<file path="src/rtl/shadow_filter_pkg.sv">
package shadow_filter_pkg;
  localparam int DataW      = 32;
  localparam int NumRegs    = 15;
  localparam int RegIdxW    = 4;
  localparam int WordW      = 6;
  localparam int NumRegions = 8;
  localparam int RegionW    = $clog2(NumRegions);
  localparam int QdmaFirst  = 12;
  localparam logic [WordW-1:0] RevalWord = 6'd37;

  typedef enum logic [1:0] {KIND_DATA = 2'd0, KIND_SET = 2'd1, KIND_CLR = 2'd2} accKind_e;

  typedef struct packed {
    logic                 hit;
    logic [RegIdxW-1:0]   idx;
    accKind_e             kind;
  } wordMap_t;

  typedef struct packed {
    logic                 wr;
    logic                 rd;
    logic                 regHit;
    logic [RegIdxW-1:0]   regIdx;
    accKind_e             kind;
    logic                 shadow;
    logic [RegionW-1:0]   region;
    logic                 maskHit;
    logic [1:0]           maskSel;
    logic [RegionW-1:0]   maskRegion;
    logic                 revalHit;
  } strobe_t;

  function automatic wordMap_t mapWord(input logic [WordW-1:0] w);
    wordMap_t   m;
    logic [2:0] base;
    m    = '{hit: 1'b1, idx: '0, kind: KIND_DATA};
    base = 3'd0;
    if (w < 6'd28) begin
      case (w[5:1])
        5'd0:  begin base = 3'd0; m.kind = KIND_DATA; end
        5'd1:  begin base = 3'd0; m.kind = KIND_SET;  end
        5'd2:  begin base = 3'd0; m.kind = KIND_CLR;  end
        5'd3:  begin base = 3'd1; m.kind = KIND_DATA; end
        5'd4:  begin base = 3'd2; m.kind = KIND_DATA; end
        5'd5:  begin base = 3'd2; m.kind = KIND_SET;  end
        5'd6:  begin base = 3'd2; m.kind = KIND_CLR;  end
        5'd7:  begin base = 3'd3; m.kind = KIND_DATA; end
        5'd8:  begin base = 3'd3; m.kind = KIND_CLR;  end
        5'd9:  begin base = 3'd4; m.kind = KIND_DATA; end
        5'd10: begin base = 3'd4; m.kind = KIND_SET;  end
        5'd11: begin base = 3'd4; m.kind = KIND_CLR;  end
        5'd12: begin base = 3'd5; m.kind = KIND_DATA; end
        default: begin base = 3'd5; m.kind = KIND_CLR; end
      endcase
      m.idx = {base, w[0]};
    end else begin
      case (w)
        6'd28:   begin m.idx = 4'd12; m.kind = KIND_DATA; end
        6'd29:   begin m.idx = 4'd13; m.kind = KIND_DATA; end
        6'd30:   begin m.idx = 4'd13; m.kind = KIND_SET;  end
        6'd31:   begin m.idx = 4'd13; m.kind = KIND_CLR;  end
        6'd32:   begin m.idx = 4'd14; m.kind = KIND_DATA; end
        6'd33:   begin m.idx = 4'd14; m.kind = KIND_CLR;  end
        default: m.hit = 1'b0;
      endcase
    end
    return m;
  endfunction
endpackage

</file>
<file path="src/rtl/shadow_filter_ctrl.sv">
module shadow_filter_ctrl
  import shadow_filter_pkg::*;
#(
  parameter int AddrW = 14
) (
  input  logic [AddrW-1:0] addr,
  input  logic             wrEn,
  input  logic             rdEn,
  output strobe_t          stb
);
  localparam logic [AddrW-9:0]  PhysPage   = (AddrW-8)'(16);
  localparam logic [AddrW-13:0] ShadowTop  = (AddrW-12)'(2);
  localparam logic [AddrW-7:0]  MaskDmaTop = (AddrW-6)'(13);
  localparam logic [AddrW-6:0]  MaskQTop   = (AddrW-5)'(28);

  logic [WordW-1:0] word;
  logic             inWin, physWin, shadowWin, maskDmaWin, maskQWin;
  logic             unusedBits;
  wordMap_t         wm;

  assign unusedBits = ^addr[1:0];
  assign word       = addr[7:2];
  assign inWin      = (word <= RevalWord);
  assign physWin    = (addr[AddrW-1:8] == PhysPage) && inWin;
  assign shadowWin  = (addr[AddrW-1:12] == ShadowTop) && !addr[8] && inWin;
  assign maskDmaWin = (addr[AddrW-1:6] == MaskDmaTop);
  assign maskQWin   = (addr[AddrW-1:5] == MaskQTop);
  assign wm         = mapWord(word);

  always_comb begin
    stb.wr         = wrEn;
    stb.rd         = rdEn;
    stb.regHit     = (physWin || shadowWin) && wm.hit;
    stb.regIdx     = wm.idx;
    stb.kind       = wm.kind;
    stb.shadow     = shadowWin;
    stb.region     = addr[11:9];
    stb.revalHit   = shadowWin && (word == RevalWord);
    stb.maskHit    = maskDmaWin || maskQWin;
    stb.maskSel    = maskQWin ? 2'd2 : {1'b0, addr[2]};
    stb.maskRegion = maskQWin ? addr[4:2] : addr[5:3];
  end
endmodule

</file>
<file path="src/rtl/shadow_filter_dp.sv">
module shadow_filter_dp
  import shadow_filter_pkg::*;
(
  input  logic               clk,
  input  logic               rst,
  input  strobe_t            stb,
  input  logic [DataW-1:0]   wrData,
  output logic [DataW-1:0]   rdData,
  output logic               revalPulse,
  output logic [RegionW-1:0] revalRegion
);
  logic [DataW-1:0] bank   [NumRegs];
  logic [DataW-1:0] maskLo [NumRegions];
  logic [DataW-1:0] maskHi [NumRegions];
  logic [DataW-1:0] maskQ  [NumRegions];
  logic [DataW-1:0] effMask, oldVal, ownedWr, newVal, maskRdVal, rdNext;

  always_comb begin
    if (!stb.shadow)                         effMask = '1;
    else if (stb.regIdx >= 4'(QdmaFirst))    effMask = maskQ[stb.region];
    else if (stb.regIdx[0])                  effMask = maskHi[stb.region];
    else                                     effMask = maskLo[stb.region];
  end

  assign oldVal  = bank[stb.regIdx];
  assign ownedWr = wrData & effMask;

  always_comb begin
    case (stb.kind)
      KIND_SET: newVal = oldVal | ownedWr;
      KIND_CLR: newVal = oldVal & ~ownedWr;
      default:  newVal = (oldVal & ~effMask) | ownedWr;
    endcase
  end

  always_comb begin
    case (stb.maskSel)
      2'd0:    maskRdVal = maskLo[stb.maskRegion];
      2'd1:    maskRdVal = maskHi[stb.maskRegion];
      default: maskRdVal = maskQ[stb.maskRegion];
    endcase
  end

  always_comb begin
    if (stb.regHit && stb.kind == KIND_DATA) rdNext = oldVal & effMask;
    else if (stb.maskHit)                    rdNext = maskRdVal;
    else                                     rdNext = '0;
  end

  for (genvar g = 0; g < NumRegs; g++) begin : gBank
    always_ff @(posedge clk) begin
      if (rst)                                               bank[g] <= '0;
      else if (stb.wr && stb.regHit && stb.regIdx == 4'(g))  bank[g] <= newVal;
    end
  end

  for (genvar r = 0; r < NumRegions; r++) begin : gMask
    always_ff @(posedge clk) begin
      if (rst) begin
        maskLo[r] <= '0;
        maskHi[r] <= '0;
        maskQ[r]  <= '0;
      end else if (stb.wr && stb.maskHit && stb.maskRegion == RegionW'(r)) begin
        case (stb.maskSel)
          2'd0:    maskLo[r] <= wrData;
          2'd1:    maskHi[r] <= wrData;
          default: maskQ[r]  <= wrData;
        endcase
      end
    end
  end

  always_ff @(posedge clk) begin
    if (rst) begin
      rdData      <= '0;
      revalPulse  <= 1'b0;
      revalRegion <= '0;
    end else begin
      rdData      <= stb.rd ? rdNext : '0;
      revalPulse  <= stb.wr && stb.revalHit && wrData[0];
      revalRegion <= stb.region;
    end
  end

  AST_PHYS_FULL_WRITE: assert property (@(posedge clk) disable iff (rst)
    (stb.wr && stb.regHit && !stb.shadow && stb.kind == KIND_DATA)
      |=> (bank[$past(stb.regIdx)] == $past(wrData)));
  AST_UNOWNED_READ_ZERO: assert property (@(posedge clk) disable iff (rst)
    (stb.rd && stb.regHit && stb.shadow) |=> ((rdData & ~$past(effMask)) == '0));
  AST_UNOWNED_BITS_HELD: assert property (@(posedge clk) disable iff (rst)
    (stb.wr && stb.regHit && stb.shadow)
      |=> (((bank[$past(stb.regIdx)] ^ $past(oldVal)) & ~$past(effMask)) == '0));
  AST_REVAL_CAUSE: assert property (@(posedge clk) disable iff (rst)
    revalPulse |-> $past(stb.wr && stb.revalHit && wrData[0]));
  AST_UNMAPPED_READ_ZERO: assert property (@(posedge clk) disable iff (rst)
    (stb.rd && !stb.regHit && !stb.maskHit) |=> (rdData == '0));
  AST_IDLE_READ_ZERO: assert property (@(posedge clk) disable iff (rst)
    !stb.rd |=> (rdData == '0));
endmodule

</file>
<file path="src/rtl/dma_shadow_filter.sv">
module dma_shadow_filter
  import shadow_filter_pkg::*;
#(
  parameter int AddrW = 14
) (
  input  logic               clk,
  input  logic               rst,
  input  logic [AddrW-1:0]   addr,
  input  logic               wrEn,
  input  logic               rdEn,
  input  logic [DataW-1:0]   wrData,
  output logic [DataW-1:0]   rdData,
  output logic               revalPulse,
  output logic [RegionW-1:0] revalRegion
);
  strobe_t stb;

  shadow_filter_ctrl #(.AddrW(AddrW)) i_ctrl (
    .addr (addr),
    .wrEn (wrEn),
    .rdEn (rdEn),
    .stb  (stb)
  );

  shadow_filter_dp i_dp (
    .clk         (clk),
    .rst         (rst),
    .stb         (stb),
    .wrData      (wrData),
    .rdData      (rdData),
    .revalPulse  (revalPulse),
    .revalRegion (revalRegion)
  );
endmodule

</file>
<file path="config.mk">
export PLATFORM = sky130hd
export DESIGN_NAME = dma_shadow_filter
export DESIGN_NICKNAME = d
export VERILOG_FILES = /design/src/rtl/shadow_filter_pkg.sv /design/src/rtl/shadow_filter_ctrl.sv /design/src/rtl/shadow_filter_dp.sv /design/src/rtl/dma_shadow_filter.sv
export SDC_FILE = /design/constraint.sdc
export NUM_CORES = 2
export LEC_CHECK = 0
export BUFFER_PORTS_ARGS = -buffer_cell sky130_fd_sc_hd__buf_2
export CAP_MARGIN = 15
export CELL_PAD_IN_SITES_DETAIL_PLACEMENT = 1
export CELL_PAD_IN_SITES_GLOBAL_PLACEMENT = 2
export CORE_MARGIN = 1.5
export CORE_UTILIZATION = 40
export DETAILED_ROUTE_END_ITERATION = 7
export GPL_TIMING_DRIVEN = 1
export PLACE_DENSITY = 0.84
export SYNTH_ARGS = -nofsm -noshare
export SYNTH_HDL_FRONTEND = slang
export SYNTH_SLANG_ARGS = --single-unit
</file>
<file path="constraint.sdc">
create_clock -name clk -period 4.6 [get_ports clk]
set_input_delay 0.46 -clock clk [delete_from_list [all_inputs] [get_ports clk]]
set_output_delay 0.46 -clock clk [all_outputs]
set_load 0.01 [all_outputs]
</file>
Word-level counts from Yosys, hierarchy flattened

Memories as Yosys holds them, arrays and structs flattened.
Cells that the tools add are included.

Register bits after elaboration: 36
Latch bits: 0
RAM bits: 1,248
ROM bits: 80
Bits of input ports: 50
Output and inout bits: 36
Logic and storage cells: 312
Memories kept: 5

Add/sub/neg operators: 0
Multiply operators: 0
Divide/modulo/power cells: 0
$lt $le $gt $ge: 3
Equal/unequal tests: 35
Shift operators: 0
Multiplexer cells: 175
Bitwise operators: 48
Reductions and logical operators: 43

Memory list:

| name             | words | width | rd ports | clocked after memory_dff | write ports | RTL line                | text |
|---|---|---|---|---|---|---|---|
| i_dp.bank        | 15    | 32    | 1        | 0                        | 15          | shadow_filter_dp.sv:12  | `logic [DataW-1:0] bank [NumRegs];` |
| i_dp.maskHi      | 8     | 32    | 2        | 0                        | 8           | shadow_filter_dp.sv:14  | `logic [DataW-1:0] maskHi [NumRegions];` |
| i_dp.maskLo      | 8     | 32    | 2        | 0                        | 8           | shadow_filter_dp.sv:13  | `logic [DataW-1:0] maskLo [NumRegions];` |
| i_dp.maskQ       | 8     | 32    | 2        | 0                        | 8           | shadow_filter_dp.sv:15  | `logic [DataW-1:0] maskQ [NumRegions];` |
| (name not given) | 16    | 5     | 1        | 0                        | 0           | shadow_filter_pkg.sv:39 | `case (w[5:1])` |

Operators by type and width:

| kind                                                        | count |
|---|---|
| 2-to-1 mux 32 bit                                           | 44 |
| bitwise AND 32 bit                                          | 4 |
| one-hot mux 32 bit (2 select lines)                         | 2 |
| 2-to-1 mux 1 bit                                            | 124 |
| inverter 32 bit                                             | 2 |
| OR 32 bit                                                   | 2 |
| OR 1 bit                                                    | 39 |
| one-hot mux 6 bit (6 select lines)                          | 1 |
| logical AND 1 bit                                           | 33 |
| equality test 6 x 5 -> 1 bit (second input constant)        | 5 |
| equality test 4 bit (second input constant)                 | 7 |
| equality test 6 bit (second input constant)                 | 3 |
| equality test 4 x 3 -> 1 bit (second input constant)        | 4 |
| equality test 3 bit (second input constant)                 | 4 |
| equality test 9 x 5 -> 1 bit (second input constant)        | 1 |
| equality test 4 x 2 -> 1 bit (second input constant)        | 2 |
| equality test 8 x 4 -> 1 bit (second input constant)        | 1 |
| equality test 3 x 2 -> 1 bit (second input constant)        | 2 |
| <= comparator 6 bit (second input constant)                 | 1 |
| less-than comparator 6 x 5 -> 1 bit (second input constant) | 1 |
| 2-to-1 mux 6 bit                                            | 1 |
| OR reduction 6 bit                                          | 1 |
| 2-to-1 mux 5 bit                                            | 1 |
| equality test 2 x 1 -> 1 bit (second input constant)        | 2 |
| other kinds (13)                                            | 17 |

Depth between registers and ports, before layout

Depth in word-level cells: 11
Gate-level depth with buffers: 17
Gate-level depth less buffers: 9

Hierarchy

A second synthesis with hierarchy kept.

Cell total of the unflattened synthesis: 4,670
Area total of the unflattened synthesis: 64,440.6 um^2

Modules (own cells, without submodules):

| module             | instances | cells an instance | area each (um^2) | seq. area each (um^2) |
|---|---|---|---|---|
| shadow_filter_dp   | 1         | 4,608             | 64,011.4         | 38,196.6 |
| shadow_filter_ctrl | 1         | 62                | 429.2            | 0.0 |

Worst setup path before layout

No wires, ideal clock.

Path type: input -> register
Start point: input addr[3]
End point: memory i_dp.bank[10][0] (enable)
Library setup time: 388 ps
Data arrival time: 4,028 ps
Required time: 4,212 ps
Setup slack: 184 ps
Stages: 14
Path buffers: 7
Path through: buf_2 -> buf_2 -> inv_1 -> clkbuf_1 -> clkbuf_1 -> ha_1 -> nand2b_1 -> a311o_1 -> and2_1 -> buf_2 -> buf_2 -> buf_1 -> nor3_2 -> a21o_1

RTL lines:

| item            | RTL line               | text |
|---|---|---|
| start, declared | dma_shadow_filter.sv:8 | `input logic [AddrW-1:0] addr,` |
| end, declared   | shadow_filter_dp.sv:12 |  |

==> reports/metrics.csv <==
metric,value,unit
post-route ant nets,0,
VDD IR-drop max,0.417,mV
Num Clock Sinks,1284,
fin nets,5541,
Die Span X,413,microns
P_int,21500,uW
gr ovfl total,0,
Compound-Gate Fraction of Synth Area,11.5,%
RSZ-0062 raised after global routing,false,
setup_tns,0,ns
core footprint,167000,sq um
register bit total from synthesis,1284,
Initial DRC Count,8048,
Avg Inst Size Synth,12.4,sq um
"commonest non-fill, non-tap cell in the layout",edfxtp_1,
Flop pwr share,46.3,%
port buffer count,83,
DR vias,53718,
crit path max fanout,34,
Worst Hold Class,in -> reg,
combinational family with the most area after synthesis,simple AND/OR/NAND/NOR gates,
Total GRT Usage,33.9,%
DRC Markers,0,
hold_ws,0.264,ns
CTS resizes,0,
DIE AREA,171000,sq um
drt first pass iters,6,
period utilisation layout,84.2,%
Tmin final,3.87,ns
status,"complete, no violations",
Clock Latency Late Sink,0.81,ns
register area,38200,sq um
Post-Synth Adder-Cell Area,0.0930,%
TritonCTS buffer count,147,
footprint of the multi-input gates,27100,sq um
post-synthesis sequential area ratio,56.8,%
Mapped Nets,5482,
CTS Buffer Depth,3,
DR vias/cell,6.86,
vias in the first global route,54309,
Clock Skews,0.0330,ns
worst slew pin tran,1.23,ns
gp weighted congestion,0.937,
die height,413,microns
# fillers,17142,
Critical Path RT,5.12,ns
clock power share,41.2,%
Gate Count Post-Synth,5427,
Ports,86,
largest net degree at the start of global routing,100,
cts hold-fix bufs,0,
Final Hold Viols,0,
setup bufs post-CTS,0,
initial antenna violation count,33,
share of cells above drive strength 1,21.3,%
Post-synth EDFFs,1248,
first-pass GRT wire length,408000,microns
standard-cell rows,150,
logic gate share of total power,12.5,%
critical path endpoint category,flop,
H-tree depth,4,
"Slew Viols, Final",0,
CP Data Arrival Time,4.39,ns
Worst-path clk slew,0.06,ns
Power Density,378,nW/um^2
post-synthesis mux area share,12.2,%
CP Launch Type,input port,
"Cell Area, Synth",67300,sq um
Detailed Place HPWL,183000,microns
Max Clock Freq,258,MHz
Crit Path Class,in -> reg,
"Setup violations, final",0,
CTS tree,yes,
yosys warns,0,
Max-slew headroom,17.3,%
Synth Flop Type,edfxtp_1,
ys async rst share,0,%
synth-to-layout area growth,15.3,%
Synth Area in XOR/XNOR,0,%
switching share of power,26.8,%
leakage,0.0277,uW
post-synthesis simple-gate area fraction,15.5,%
drt wl/cell,37.3,microns
net switching power,7850,uW
Max Cap Viol,0,
Initial Util,40.3,%
CTS root buf,clkbuf_16,
Total Wirelength,292000,microns
"Distinct cells, synth",89,
most frequent cells in the layout,"edfxtp_1, and2_1, nor2_1, buf_4, nand2_1",
[state kept, by name, summed over array words and instances (netlist names)]
register and count:
i_dp.bank 480, i_dp.maskHi 256, i_dp.revalRegion 3, i_dp.maskLo 256, i_dp.rdData 32, i_dp.revalPulse 1, i_dp.maskQ 256
[metrics by stage]
step,std cells,utilization [%],total power (uW),setup WS [ns],cell area [sq um]
after CTS,7811,46.4,29200,0.978,77500
final,7831,46.4,29300,0.726,77600
after floorplan,5427,-,15700,0.184,67300
after global placement,7540,43.5,17200,0.199,72700
after detailed placement,7540,43.5,17300,0.216,72700
after global routing,7814,46.4,29900,0.780,77500
[kinds of logic (layout without fill, tap and decap cells)]
group,after synthesis,after routing
mux,510,510
fa+ha+maj,5,5
flops,1284,1284
other cells,0,19
compound gates,1015,1015
simple gates,2028,2028
buf+inv,585,766
[Yosys cell counts, drive strengths merged, types with 26 or more instances]
| master | number | area, sq um |
|---|---|---|
| a211oi | 82 | 621 |
| nor3 | 120 | 611 |
| nor4 | 26 | 163 |
| nor2 | 607 | 2280 |
| a311oi | 81 | 709 |
| edfxtp | 1248 | 37500 |
| clkbuf | 325 | 1220 |
| o21bai | 28 | 210 |
| dfxtp | 36 | 721 |
| mux2i | 201 | 2010 |
| mux2 | 65 | 732 |
| mux4 | 244 | 5500 |
| nand3 | 37 | 190 |
| o21ai | 96 | 480 |
| o221ai | 88 | 771 |
| o31ai | 48 | 393 |
| o211ai | 31 | 233 |
| o22ai | 75 | 469 |
| and2 | 775 | 4850 |
| nand2 | 272 | 1030 |
| a221oi | 119 | 1050 |
| buf | 248 | 1400 |
| a21oi | 165 | 878 |
| and3 | 104 | 651 |
[final cells by class]
cell class,count,share of cell area [%]
Tap cell,2204,3.56
Inverter,12,0.0581
Clock inverter,76,1.16
Clock buffer,195,5.09
Timing Repair Buffer,483,5.86
Sequential cell,1284,49.2
Multi-Input combinational cell,3558,35.0
Antenna cell,19,0.0613
[layer usage]
layer / global-route usage, % / part of all wire [%] / vias up
met5: 0 / 0.048 / -
met4: 20.2 / 7.0 / 20
met3: 10.2 / 14 / 1185
met2: 51.4 / 44 / 4263
met1: 42.8 / 35 / 27423
li1: - / - / 20827
[worst max-delay path: stages]
cell and delay, ns:
buf_4 0.19, clkinv_1 0.15, ha_1 0.28, nand2b_1 0.10, a311o_2 0.26, and2_4 0.52, buf_12 0.24, buf_12 0.22
a211oi_1 0.11, nor4_1 1.00, buf_4 0.27, o22a_1 0.15, buf_4 0.24, nor2_1 0.08
[worst paths after layout]
| check | startpoint | endpoint | slack (ns) | cells past startpoint |
|---|---|---|---|---|
| hold reg to reg | i_dp.maskLo[5][30] | i_dp.rdData[30] | 0.72 | 3 |
| hold / removal | wrData[6] | i_dp.maskHi[0][6] | 0.26 | 2 |
| setup / recovery | addr[4] | i_dp.bank[6][11] | 0.73 | 14 |
| setup reg to reg | i_dp.bank[3][23] | i_dp.bank[4][23] | 1.63 | 7 |
[power by group through the flow]
| stage | Clock, uW | Combinational, uW | Sequential [uW] |
|---|---|---|---|
| final | 12100 | 3680 | 13600 |
| after floorplan | 0 | 1960 | 13700 |
| after global routing | 12500 | 3730 | 13600 |
| after global placement | 0 | 3460 | 13700 |
| after detailed placement | 0 | 3520 | 13800 |
| after CTS | 12100 | 3550 | 13600 |
Note: power is estimated with default switching activity, not from simulation.
